**src/rtl/mcyc_pkg.sv**
```systemverilog
package mcyc_pkg;

  localparam int unsigned CNT_W         = 3;
  localparam int unsigned MAX_INSTR_CYC = 5;

  // Clamp a decoder cycle count to the legal range; out-of-range means one cycle.
  function automatic logic [CNT_W-1:0] clamp_len(input logic [CNT_W-1:0] raw,
                                                 input int unsigned       max_cyc);
    logic [CNT_W-1:0] res;
    if (raw == '0 || int'(raw) > int'(max_cyc))
      res = CNT_W'(1);
    else
      res = raw;
    return res;
  endfunction

endpackage

```
**src/rtl/mcyc_phase_ring.sv**
```systemverilog
module mcyc_phase_ring #(
  parameter int unsigned NUM_PHASES = 4,
  parameter int unsigned ALE_PHASES = NUM_PHASES / 2
) (
  input  logic                  clk,
  input  logic                  rst,
  output logic [NUM_PHASES-1:0] phase_q,
  output logic                  ale_q,
  output logic                  mc_end,
  output logic                  pre_end
);

  logic [NUM_PHASES-1:0] phase_d;

  assign phase_d = {phase_q[NUM_PHASES-2:0], phase_q[NUM_PHASES-1]};
  assign mc_end  = phase_q[NUM_PHASES-1];
  assign pre_end = phase_q[NUM_PHASES-2];

  always_ff @(posedge clk) begin
    if (rst) begin
      phase_q <= NUM_PHASES'(1);
      ale_q   <= 1'b1;
    end else begin
      phase_q <= phase_d;
      ale_q   <= |phase_d[ALE_PHASES-1:0];
    end
  end

endmodule

```
**src/rtl/mcyc_instr_seq.sv**
```systemverilog
module mcyc_instr_seq
  import mcyc_pkg::*;
#(
  parameter int unsigned MAX_CYC = MAX_INSTR_CYC
) (
  input  logic             clk,
  input  logic             rst,
  input  logic             mc_end,
  input  logic             pre_end,
  input  logic [CNT_W-1:0] cyc_count_i,
  output logic [CNT_W-1:0] idx_q,
  output logic             last_q
);

  logic [CNT_W-1:0] len_q;
  logic [CNT_W-1:0] len_clamped;
  logic             at_final;

  assign len_clamped = clamp_len(cyc_count_i, MAX_CYC);
  assign at_final    = (idx_q == len_q - CNT_W'(1));

  always_ff @(posedge clk) begin
    if (rst) begin
      idx_q  <= '0;
      len_q  <= len_clamped;
      last_q <= 1'b0;
    end else begin
      if (mc_end) begin
        if (at_final) begin
          idx_q <= '0;
          len_q <= len_clamped;
        end else begin
          idx_q <= idx_q + CNT_W'(1);
        end
      end
      last_q <= pre_end && at_final;
    end
  end

endmodule

```
**src/rtl/mcyc_tick_gen.sv**
```systemverilog
module mcyc_tick_gen #(
  parameter int unsigned N_TIMERS    = 3,
  parameter int unsigned SLOW_DIV_MC = 3
) (
  input  logic                clk,
  input  logic                rst,
  input  logic                mc_end,
  input  logic                pre_end,
  input  logic [N_TIMERS-1:0] tmr_fast_i,
  output logic [N_TIMERS-1:0] tick_q
);

  localparam int unsigned DIV_W = (SLOW_DIV_MC > 1) ? $clog2(SLOW_DIV_MC) : 1;
  localparam logic [DIV_W-1:0] DIV_LAST = DIV_W'(SLOW_DIV_MC - 1);

  logic [DIV_W-1:0]    div_q;
  logic [N_TIMERS-1:0] sel_q;
  logic [N_TIMERS-1:0] tick_d;
  logic                slow_hit;

  assign slow_hit = (div_q == DIV_LAST);

  for (genvar g = 0; g < N_TIMERS; g++) begin : g_tmr
    assign tick_d[g] = pre_end && (sel_q[g] || slow_hit);
  end

  always_ff @(posedge clk) begin
    if (rst) begin
      div_q  <= '0;
      sel_q  <= '0;
      tick_q <= '0;
    end else begin
      if (mc_end) begin
        div_q <= slow_hit ? '0 : div_q + DIV_W'(1);
        sel_q <= tmr_fast_i;
      end
      tick_q <= tick_d;
    end
  end

endmodule

```
**src/rtl/mcyc_timing_gen.sv**
```systemverilog
module mcyc_timing_gen
  import mcyc_pkg::*;
#(
  parameter int unsigned NUM_PHASES  = 4,
  parameter int unsigned N_TIMERS    = 3,
  parameter int unsigned SLOW_DIV_MC = 3,
  parameter int unsigned MAX_CYC     = MAX_INSTR_CYC
) (
  input  logic                  clk,
  input  logic                  rst,
  input  logic [CNT_W-1:0]      cyc_count_i,
  input  logic [N_TIMERS-1:0]   tmr_fast_i,
  output logic [NUM_PHASES-1:0] phase_o,
  output logic                  ale_o,
  output logic                  last_cyc_o,
  output logic [CNT_W-1:0]      mcyc_idx_o,
  output logic [N_TIMERS-1:0]   tmr_tick_o
);

  logic mc_end;
  logic pre_end;

  mcyc_phase_ring #(
    .NUM_PHASES (NUM_PHASES)
  ) u_ring (
    .clk     (clk),
    .rst     (rst),
    .phase_q (phase_o),
    .ale_q   (ale_o),
    .mc_end  (mc_end),
    .pre_end (pre_end)
  );

  mcyc_instr_seq #(
    .MAX_CYC (MAX_CYC)
  ) u_seq (
    .clk         (clk),
    .rst         (rst),
    .mc_end      (mc_end),
    .pre_end     (pre_end),
    .cyc_count_i (cyc_count_i),
    .idx_q       (mcyc_idx_o),
    .last_q      (last_cyc_o)
  );

  mcyc_tick_gen #(
    .N_TIMERS    (N_TIMERS),
    .SLOW_DIV_MC (SLOW_DIV_MC)
  ) u_tick (
    .clk        (clk),
    .rst        (rst),
    .mc_end     (mc_end),
    .pre_end    (pre_end),
    .tmr_fast_i (tmr_fast_i),
    .tick_q     (tmr_tick_o)
  );

endmodule

```
**config.mk**
```make
export PLATFORM = sky130hd
export DESIGN_NAME = mcyc_timing_gen
export DESIGN_NICKNAME = d
export VERILOG_FILES = /design/src/rtl/mcyc_pkg.sv /design/src/rtl/mcyc_phase_ring.sv /design/src/rtl/mcyc_instr_seq.sv /design/src/rtl/mcyc_tick_gen.sv /design/src/rtl/mcyc_timing_gen.sv
export SDC_FILE = /design/constraint.sdc
export NUM_CORES = 1
export LEC_CHECK = 0
export ABC_CLOCK_PERIOD_IN_PS = 3900
export BUFFER_PORTS_ARGS = -buffer_cell sky130_fd_sc_hd__clkbuf_2
export CORE_MARGIN = 2
export CORE_UTILIZATION = 42
export CTS_BUF_LIST = sky130_fd_sc_hd__clkbuf_2
export DETAILED_ROUTE_END_ITERATION = 10
export MAX_ROUTING_LAYER = met4
export PLACE_DENSITY_LB_ADDON = 0.05
export SLEW_MARGIN = 25
export SYNTH_ARGS = -nofsm -noshare
export SYNTH_HDL_FRONTEND = slang
export SYNTH_SLANG_ARGS = --single-unit
```
**constraint.sdc**
```tcl
create_clock -name clk -period 3.9 [get_ports clk]
set_clock_uncertainty 0.1 [all_clocks]
set_input_delay 1.17 -clock clk [delete_from_list [all_inputs] [get_ports clk]]
set_output_delay 1.17 -clock clk [all_outputs]
set_load 0.01 [all_outputs]
```
# After elaboration in Yosys (flattened, before gate mapping)
# Cells that the tools add are included.
[totals]
regBits = 20
out_inout_bits = 12
wordCells = 33
[classes]
n_addsub = 3
magnitude_cmp = 1
eq_ne = 2
n_mux = 6
reduce_logical = 13
[op_table]
columns = ["cell", "n"]
rows = [
  ["two-way mux 3 bit", 5],
  ["logical AND 1 bit", 4],
  ["logical OR 1 bit", 4],
  ["nonzero test 2 bit", 2],
  ["adder 3 x 1 -> 3 bit (second input constant)", 1],
  ["equality test 3 bit", 1],
  ["greater-than comparator 3 bit (second input constant)", 1],
  ["zero test 3 bit", 1],
  ["subtractor 3 x 1 -> 3 bit (second input constant)", 1],
  ["adder 2 x 1 -> 2 bit (second input constant)", 1],
  ["equality test 2 bit (second input constant)", 1],
  ["two-way mux 2 bit", 1],
  ["AND reduction 2 bit", 1],
  ["OR reduction 2 bit", 1],
]

# Logic depth before layout (Yosys ltp)
# Gate-level depths: netlist (run 1).
[depth]
word_depth = 6
mapped_depth = 6

# By module
# Synthesis (run 1) repeated with hierarchy kept, for this count alone.
[hier_totals]
cells_unflattened = 75
area_unflattened_um2 = 829.5
[modules_own_cells]
columns = ["mod", "n_inst", "cells_per_inst", "area_per_inst_um2"]
rows = [
  ["mcyc_instr_seq", 1, 34, 392.9],
  ["mcyc_tick_gen", 1, 29, 290.3],
  ["mcyc_phase_ring", 1, 12, 146.4],
]

# Least setup slack after synthesis (run 1)
# Ideal clock, no wire load.
[synth_path]
kind = "input to register"
startpoint = "in rst"
endpoint = "reg u_seq.idx_q[2]"
setup_time_ns = 0.132
t_arrival_ns = 1.628
required_ns = 3.668
path_slack_ns = 2.041
path_stages = 4
path_buffers = 1
cell_sequence = "clkbuf_1 > nor2_1 > o31ai_1 > a31oi_1"
[synth_rtl]
columns = ["element", "line_no", "rtl"]
rows = [
  ["from (decl)", "mcyc_timing_gen.sv:10", "input logic rst,"],
  ["to (signal assigned)", "mcyc_instr_seq.sv:33", "idx_q <= idx_q + CNT_W'(1);"],
  ["to (decl)", "mcyc_instr_seq.sv:11", "output logic [CNT_W-1:0] idx_q,"],
]

# Final worst setup path (run 1)
[layout_path]
startpoint = "reg u_ring.phase_q[3]"
endpoint = "out phase_o[3]"
[layout_rtl]
columns = ["element", "line_no", "rtl"]
rows = [
  ["from (decl)", "mcyc_phase_ring.sv:7", "output logic [NUM_PHASES-1:0] phase_q,"],
  ["from (signal assigned)", "mcyc_phase_ring.sv:24", "phase_q <= phase_d;"],
  ["to (decl)", "mcyc_timing_gen.sv:13", "output logic [NUM_PHASES-1:0] phase_o,"],
]
# No word-level cell between the ends.

==> metrics.yaml, run 1 <==
routed_via_density: 4.672
syn_area_per_cell_um2: 10.06
postCtsHoldBufs: 0
start_util: 0.4495
crit_buf_inv: 1
synth_flop_cell: "dfxtp_1"
setup_viol: 0
synth_most_common_cell: "dfxtp_1"
reg2regPathDepth: 5
fin_tns_setup_ns: 0
synthToLayoutAreaGrowth_pct: 15.47
first_pass_iters: 4
vdd_drop_max_mv: 0.1904
ant_nets: 0
critPathRequiredTime_ns: 2.63
seq_area_frac_synth: 0.5486
synth_edf_count: 3
layout.nets: 108
grt_max_degree: 13
tightest_slew_ns: 0.4593
leakage_nw: 0.4116
slowest_delay_ns: 0.64
routedWlPerCell_um: 10.84
yosys-top-cells-area: "dfxtp_1 (43%), edfxtp_1 (11%), nor2_1 (6.7%), xor2_2 (4.1%), nor2b_1 (4.0%)"
critPathLaunchType: "flop"
hold_path.class: "flop to flop"
first_iter_violations: 11
syn_nets: 88
drc_errors: 0
post-cts-setup-buffers: 0
drive_gt1_frac: 0.2784
grtUsageMet1: 0.1773
worstSkewPairLatency_ns: 0.31
finalCriticalPeriod_ns: 2.435
outcome: "complete, no violations"
die_w_um: 47.22
ctsResizeCount: 0
ys_ff_latch: 20
clock-sinks: 20
grt_pass1_vias: 484
clk_pin_slew_ns: 0.17
async_flop_share: 0
cts_root_buffer: "clkbuf_2"
synth_top_cell_by_area: "dfxtp_1"
crit_slowest_cell: "dfxtp_1"
yosysWarnings: 0
core_area_um2: 1745
drt-total-wl_mm: 1.323
design_area_um2: 905.9
cap_violations: 0
dieArea_um2: 2230
place_area_um2: 887.1
cp.arrival_ns: 1.16
worst-path-stages: 1
drv_slew: 0
grt_overflow: 0
synth_top_area_frac: 0.4338
cts_buffer_depth: 2
synthCells: 78
postLayoutCoreUtil: 0.5190
critPathKind: "flop to output port"
top_usage_layer: "met2"
grtUsageMet2: 0.1919
grt_pass1_wl_mm: 2.014
antenna_cells: 0
numCtsBuffers: 3
vias: 570
antenna_found_initial: 0
end_kind: "output port"
gp_congestion: 0.6767
cts_tree: "yes"
yosysUniqueCellTypes: 24
syn_area_um2: 784.5
fmax_mhz: 410.7
synth_commonest_cells: "dfxtp_1 (17), nor2_1 (14), nand2_1 (6)"
cp_top_family: "flip-flops"
hold_depth: 1
rows: 15
fin_crit_sh: 0.6243
cp_cell_sequence: "clkbuf_2"
port_buffers: 19
ioPinCount: 20
hpwlAfterDp_mm: 1.004
grt_use_met3: 0.04615
cts_htree_levels: 1
max_slew_margin: 0.6934
rsz0062_at_grt: "no"
crit_fanout: 10
die_y_um: 47.22
grt_usage: 0.1403
power_density_nw_per_um2: 370.8
hold_viol: 0
==> per-stage QoR <==
| stage | std cells | setup WS [ns] | hold slack, ns | power (mW) |
|---|---|---|---|---|
| 2_1_floorplan | 78 | 2.041 | 0.3396 | 0.2462 |
| 3_3_place_gp | 118 | 1.796 | 0.3470 | 0.2561 |
| 3_5_place_dp | 118 | 1.768 | 0.3429 | 0.2562 |
| 4_1_cts | 122 | 1.444 | 0.3825 | 0.3400 |
| 5_1_grt | 122 | 1.345 | 0.4014 | 0.3526 |
| 6_report | 122 | 1.465 | 0.3774 | 0.3359 |
==> final cells by class <==
class | count | area, um2
multi-input combinational | 49 | 311.5
inverter | 5 | 18.77
tap | 25 | 31.28
clock buffer | 3 | 15.01
fill | 180 | 839.6
timing repair buffer | 19 | 95.09
clock inverter | 1 | 3.754
sequential | 20 | 430.4
==> layout by cell type, fill, tap and decap left out <==
| master | Yosys | layout |
|---|---|---|
| clkbuf_2 | 0 | 22 |
| a31oi_1 | 1 | 1 |
| a21oi_1 | 4 | 4 |
| or3_1 | 1 | 1 |
| o31ai_1 | 2 | 2 |
| nor3_1 | 2 | 2 |
| xor2_1 | 2 | 2 |
| mux2i_1 | 3 | 3 |
| a31o_1 | 1 | 1 |
| o211ai_2 | 1 | 1 |
| nor2b_1 | 5 | 5 |
| a21oi_2 | 1 | 1 |
| ha_1 | 2 | 2 |
| clkinv_1 | 0 | 1 |
| xor2_2 | 2 | 2 |
| inv_2 | 1 | 1 |
| dfxtp_1 | 17 | 17 |
| edfxtp_1 | 3 | 3 |
| nand2_1 | 6 | 6 |
| o21bai_1 | 1 | 1 |
| nor2_1 | 14 | 14 |
| inv_1 | 4 | 4 |
| o21ai_1 | 1 | 1 |
==> where the power goes <==
group,internal [mW],switching (mW)
logic,0.0130,0.0176
registers,0.216,0.00465
clock network,0.0223,0.0621
total,0.251,0.0844
==> path summary, 6_finish.rpt <==
path | startpoint | endpoint | slack (ns)
max | u_ring.phase_q[3] | phase_o[3] | 1.47
min | u_ring.phase_q[0] | u_ring.ale_q | 0.38
max reg2reg | u_seq.len_q[0] | u_seq.len_q[0] | 1.96
min reg2reg | u_ring.phase_q[0] | u_ring.ale_q | 0.38
==> per-layer routing <==
metal,vias to the layer above,part of all wire
met5,-,0
met4,0,0.0068
li1,294,-
met3,2,0.035
met1,260,0.51
met2,14,0.45
==> sequential cells by signal, indices dropped and copies added, names as in the netlist <==
signal	cells
u_tick.sel_q	3
u_seq.len_q	3
u_seq.last_q	1
u_ring.phase_q	4
u_tick.tick_q	3
u_tick.div_q	2
u_seq.idx_q	3
u_ring.ale_q	1
==> cell families after synthesis <==
group / after synthesis / synth area share
XOR/XNOR: 4 / 0.06380
multiplexers: 3 / 0.03828
flip-flops: 20 / 0.5487
AND/OR/NAND/NOR: 28 / 0.1563
adder cells (fa/ha/maj): 2 / 0.03189
buffers and inverters: 9 / 0.05420
AO/OA/AOI/OAI: 12 / 0.1069
Power figures use the tool's default switching activity.
==> run 2, diff against run 1 <==
- ABC_CLOCK_PERIOD_IN_PS: 3900 -> 2100
- clock period: 3.9 -> 2.1 ns (I/O delays scaled with it)
==> run 2 against run 1 <==
Against the previous run:
- sequential power rose by 86%
- non-clock buffer count rose by 1
- register-to-register slack got worse by 1.8 ns
- cell count rose by 0.82%
- worst hold slack got worse by 0.0014 ns
- global-route usage fell by 0.13 points
- count of clock-buffer cells in the layout did not move
- critical path depth rose by 5
- setup slack got worse by 1.3 ns
- utilization rose by 0.43 points
==> metrics.yaml, run 2 (synthesized netlist as in run 1, its figures left out) <==
fmax_mhz: 525.3
fillCellCount: 168
drc_errors: 0
hpwlAfterDp_um: 921.8
post-cts-setup-buffers: 0
critPathKind: "flop to flop"
clock-sinks: 20
gp_congestion: 0.7166
hold_path.class: "flop to flop"
first_pass_iters: 4
synthToLayoutAreaGrowth_pct: 16.43
power_density_nw_per_um2: 683.9
critPathLaunchType: "flop"
cts_htree_levels: 1
vdd_drop_max_mv: 0.4238
tightest_slew_ns: 0.4432
hp-start: "u_ring.phase_q[1]"
antenna_cells: 0
drv_slew: 0
fin_tns_setup_ns: 0
dieArea_um2: 2230
outcome: "complete, no violations"
drt-total-wl_mm: 1.251
fin_crit_sh: 0.9066
core_area_um2: 1745
grt_pass1_wl_mm: 1.987
grt_pass1_vias: 478
clk_pin_slew_ns: 0.18
cp_top_family: "flip-flops"
ioPinCount: 20
critPathRequiredTime_ns: 2.06
finalCriticalPeriod_ns: 1.904
end_kind: "flop"
grt_max_degree: 13
rsz0062_at_grt: "no"
worstSkewPairLatency_ns: 0.31
startpoint: "u_seq.len_q[0]"
antenna_found_initial: 0
rows: 15
slowest_delay_ns: 0.45
crit_fanout: 5
layout_common_cells: "clkbuf_2 (22), dfxtp_1 (17), nor2_1 (14)"
die_w_um: 47.22
grt_usage: 0.1390
ctsResizeCount: 0
seq_area_um2: 430.4
postCtsHoldBufs: 0
layout.nets: 109
postLayoutCoreUtil: 0.5233
numCtsBuffers: 3
largest_register_ffs: 4
top_register: "u_ring.phase_q"
r2r_start: "u_seq.len_q[0]"
port_buffers: 19
cap_violations: 0
setup_viol: 0
cp.arrival_ns: 1.87
max_slew_margin: 0.7042
first_iter_violations: 9
mostFrequentLayoutCell: "clkbuf_2"
start_util: 0.4495
routedWlPerCell_um: 10.17
crit_buf_inv: 2
ant_nets: 0
leakage_nw: 0.4164
hold_viol: 0
vias: 566
drive_gt1_frac: 0.2857
routed_via_density: 4.602
grt_overflow: 0
place_ws_ns: 0.2096
cp_cell_sequence: "inv_1 > ha_1 > xor2_1 > nand2_1 > o31ai_1 > buf_4"
cts_tree: "yes"
setup_ws_ns: 0.1962
multiInputGateArea_um2: 311.5
cts_buffer_depth: 2
die_y_um: 47.22
crit_slowest_cell: "edfxtp_1"
cts_root_buffer: "clkbuf_2"
==> run 2: worst paths after layout <==
check,endpoint,depth (start not counted),slack [ns]
setup / recovery,u_seq.len_q[0],6,0.20
hold / removal,u_ring.phase_q[2],1,0.38
setup reg to reg,u_seq.len_q[0],6,0.20
hold reg to reg,u_ring.phase_q[2],1,0.38
==> run 2: layout make-up <==
class	count	share of cell area
flip-flops and latches	20	0.4712
clock inverters	1	0.004110
multi-input cells	49	0.3411
repair buffers	20	0.1123
well taps	25	0.03425
clock buffers	3	0.01644
inverters	5	0.02055
==> run 2: metal layers <==
metal / share of wire / track usage / wire length (um) / up-vias
li1: - / - / - / 291
met1: 0.49 / 0.1738 / 615 / 257
met2: 0.45 / 0.1919 / 568 / 14
met3: 0.034 / 0.03462 / 42 / 4
met4: 0.020 / 0.1000 / 25 / 0
met5: 0 / - / 0 / -
==> run 2: metrics by stage <==
stage          cells  hold slack (ns)  cell area, um2  power, mW
3_5_place_dp     119           0.3483           894.6     0.4765
4_1_cts          123           0.3802           913.4     0.6302
6_report         123           0.3760           913.4     0.6247
5_1_grt          123           0.3997           913.4     0.6558
2_1_floorplan     78           0.3396           784.5     0.4572
3_3_place_gp     119           0.3484           894.6     0.4751
==> run 2: power by group <==
| group | switching (mW) | total [mW] | internal (mW) |
|---|---|---|---|
| registers | 0.00851 | 0.410 | 0.401 |
| clock network | 0.116 | 0.157 | 0.0414 |
| logic | 0.0324 | 0.0577 | 0.0253 |
| total | 0.157 | 0.625 | 0.468 |
==> run 3, diff against run 2 <==
- REMOVE_ABC_BUFFERS: unset -> 1
==> run 3 against run 2 <==
Against the previous run:
- largest cell class unchanged
- highest routed layer is now met3
- wire length decreased by 1.4%
- clock power decreased by 4%
- cell count unchanged
- sequential power about the same
- design area unchanged
- utilization unchanged
- critical path type is now flop to output port
- count of clock-buffer cells in the layout unchanged
- critical endpoint is now phase_o[3]
==> metrics.yaml, run 3 (synthesized netlist as in run 1, its figures left out) <==
outcome: "complete, no violations"
hp-start: "u_ring.phase_q[0]"
drv_slew: 0
first_pass_iters: 3
rows: 15
grt_pass1_wl_mm: 2.021
place_ws_ns: 0.2931
cts_buffer_depth: 2
antenna_cells: 0
fin_crit_sh: 0.9020
grt_overflow: 0
power_density_nw_per_um2: 676.8
rsz0062_at_grt: "no"
layout_common_cells: "clkbuf_2 (22), dfxtp_1 (17), nor2_1 (14)"
end_kind: "output port"
crit_fanout: 10
hold_depth: 1
setup_ws_ns: 0.2058
total_power_mw: 0.6182
clk_pin_slew_ns: 0.17
drive_gt1_frac: 0.2857
clock-sinks: 20
vias: 552
cap_violations: 0
grt_usage: 0.1403
layout.nets: 109
start_util: 0.4495
ctsResizeCount: 0
reg2regPathDepth: 6
first_iter_violations: 7
numCtsBuffers: 3
max_slew_margin: 0.6882
placed_cells: 119
slowest_delay_ns: 0.65
synthToLayoutAreaGrowth_pct: 16.43
r2r-end: "u_seq.len_q[2]"
drc_errors: 0
seq_power_share: 0.663
tightest_slew_ns: 0.4670
cp_cell_sequence: "clkbuf_2"
crit_slowest_cell: "dfxtp_1"
finalCriticalPeriod_ns: 1.894
die_w_um: 47.22
cp_top_family: "flip-flops"
cts_htree_levels: 1
clkPwrFrac: 0.244
hold_path.class: "flop to flop"
largest_register_ffs: 4
drt-total-wl_mm: 1.233
fmax_mhz: 527.9
internal-power_mw: 0.4680
setup_viol: 0
hold_viol: 0
switchingPower_mw: 0.1502
p_comb_frac: 0.093
post-cts-setup-buffers: 0
critPathRequiredTime_ns: 1.37
postLayoutCoreUtil: 0.5233
crit_buf_inv: 1
dieArea_um2: 2230
hpwlAfterDp_um: 884.5
switching_share: 0.2429
ant_nets: 0
hold_end: "u_ring.ale_q"
leakage_nw: 0.4164
die_y_um: 47.22
routedWlPerCell_um: 10.02
reg2reg_slack_ns: 0.27
top_register: "u_ring.phase_q"
routed_via_density: 4.488
cp.arrival_ns: 1.16
critPathKind: "flop to output port"
antenna_found_initial: 0
vdd_drop_max_mv: 0.3797
instances_no_fill: 123
mostFrequentLayoutCell: "clkbuf_2"
postCtsHoldBufs: 0
r2r_start: "u_seq.len_q[0]"
critPathLaunchType: "flop"
grt_pass1_vias: 472
grt_max_degree: 13
fin_tns_setup_ns: 0
port_buffers: 19
gp_congestion: 0.7418
core_area_um2: 1745
ioPinCount: 20
cts_tree: "yes"
worstSkewPairLatency_ns: 0.30
cts_root_buffer: "clkbuf_2"
## run 3: cell counts in the layout (fill, tap and decap cells not counted)
Identical to the previous run, type by type.
## run 3: power by group through the flow
| stage | logic, mW | registers, mW | clock network, mW |
|---|---|---|---|
| 2_1_floorplan | 0.0328 | 0.420 | 0 |
| 3_3_place_gp | 0.0570 | 0.418 | 0 |
| 3_5_place_dp | 0.0576 | 0.418 | 0 |
| 4_1_cts | 0.0582 | 0.410 | 0.158 |
| 5_1_grt | 0.0644 | 0.412 | 0.176 |
| 6_report | 0.0575 | 0.410 | 0.151 |
## run 3: metal layers
layer / share of wire / up-vias / global-route usage
met5: 0 / - / -
met4: 0 / 0 / 0.06667
met3: 0.058 / 0 / 0.05769
met2: 0.44 / 18 / 0.2081
met1: 0.50 / 240 / 0.1631
li1: - / 294 / -
## run 3: final cells by class
| type | instances | area (um2) |
|---|---|---|
| timing repair buffer | 20 | 102.6 |
| multi-input combinational | 49 | 311.5 |
| clock buffer | 3 | 15.01 |
| fill | 175 | 832.0 |
| inverter | 5 | 18.77 |
| tap | 25 | 31.28 |
| clock inverter | 1 | 3.754 |
| sequential | 20 | 430.4 |
## run 3: per-stage QoR
stage          hold slack (ns)  cell area [um2]
6_report                0.3795            913.4
5_1_grt                 0.4069            913.4
3_3_place_gp            0.3441            894.6
2_1_floorplan           0.3396            760.7
4_1_cts                 0.3868            913.4
3_5_place_dp            0.3498            894.6
## run 3: worst max-delay path by stage
stage,from,end,slack [ns],cells past startpoint
after floorplan,u_seq.len_q[0],u_seq.len_q[0],0.30,5
after global placement,u_seq.len_q[0],u_seq.len_q[2],0.27,6
after detailed placement,u_seq.len_q[0],u_seq.len_q[1],0.29,6
after CTS,u_ring.phase_q[3],phase_o[3],0.19,1
after global routing,u_seq.len_q[0],u_seq.len_q[1],0.1,6
final,u_ring.phase_q[3],phase_o[3],0.21,1
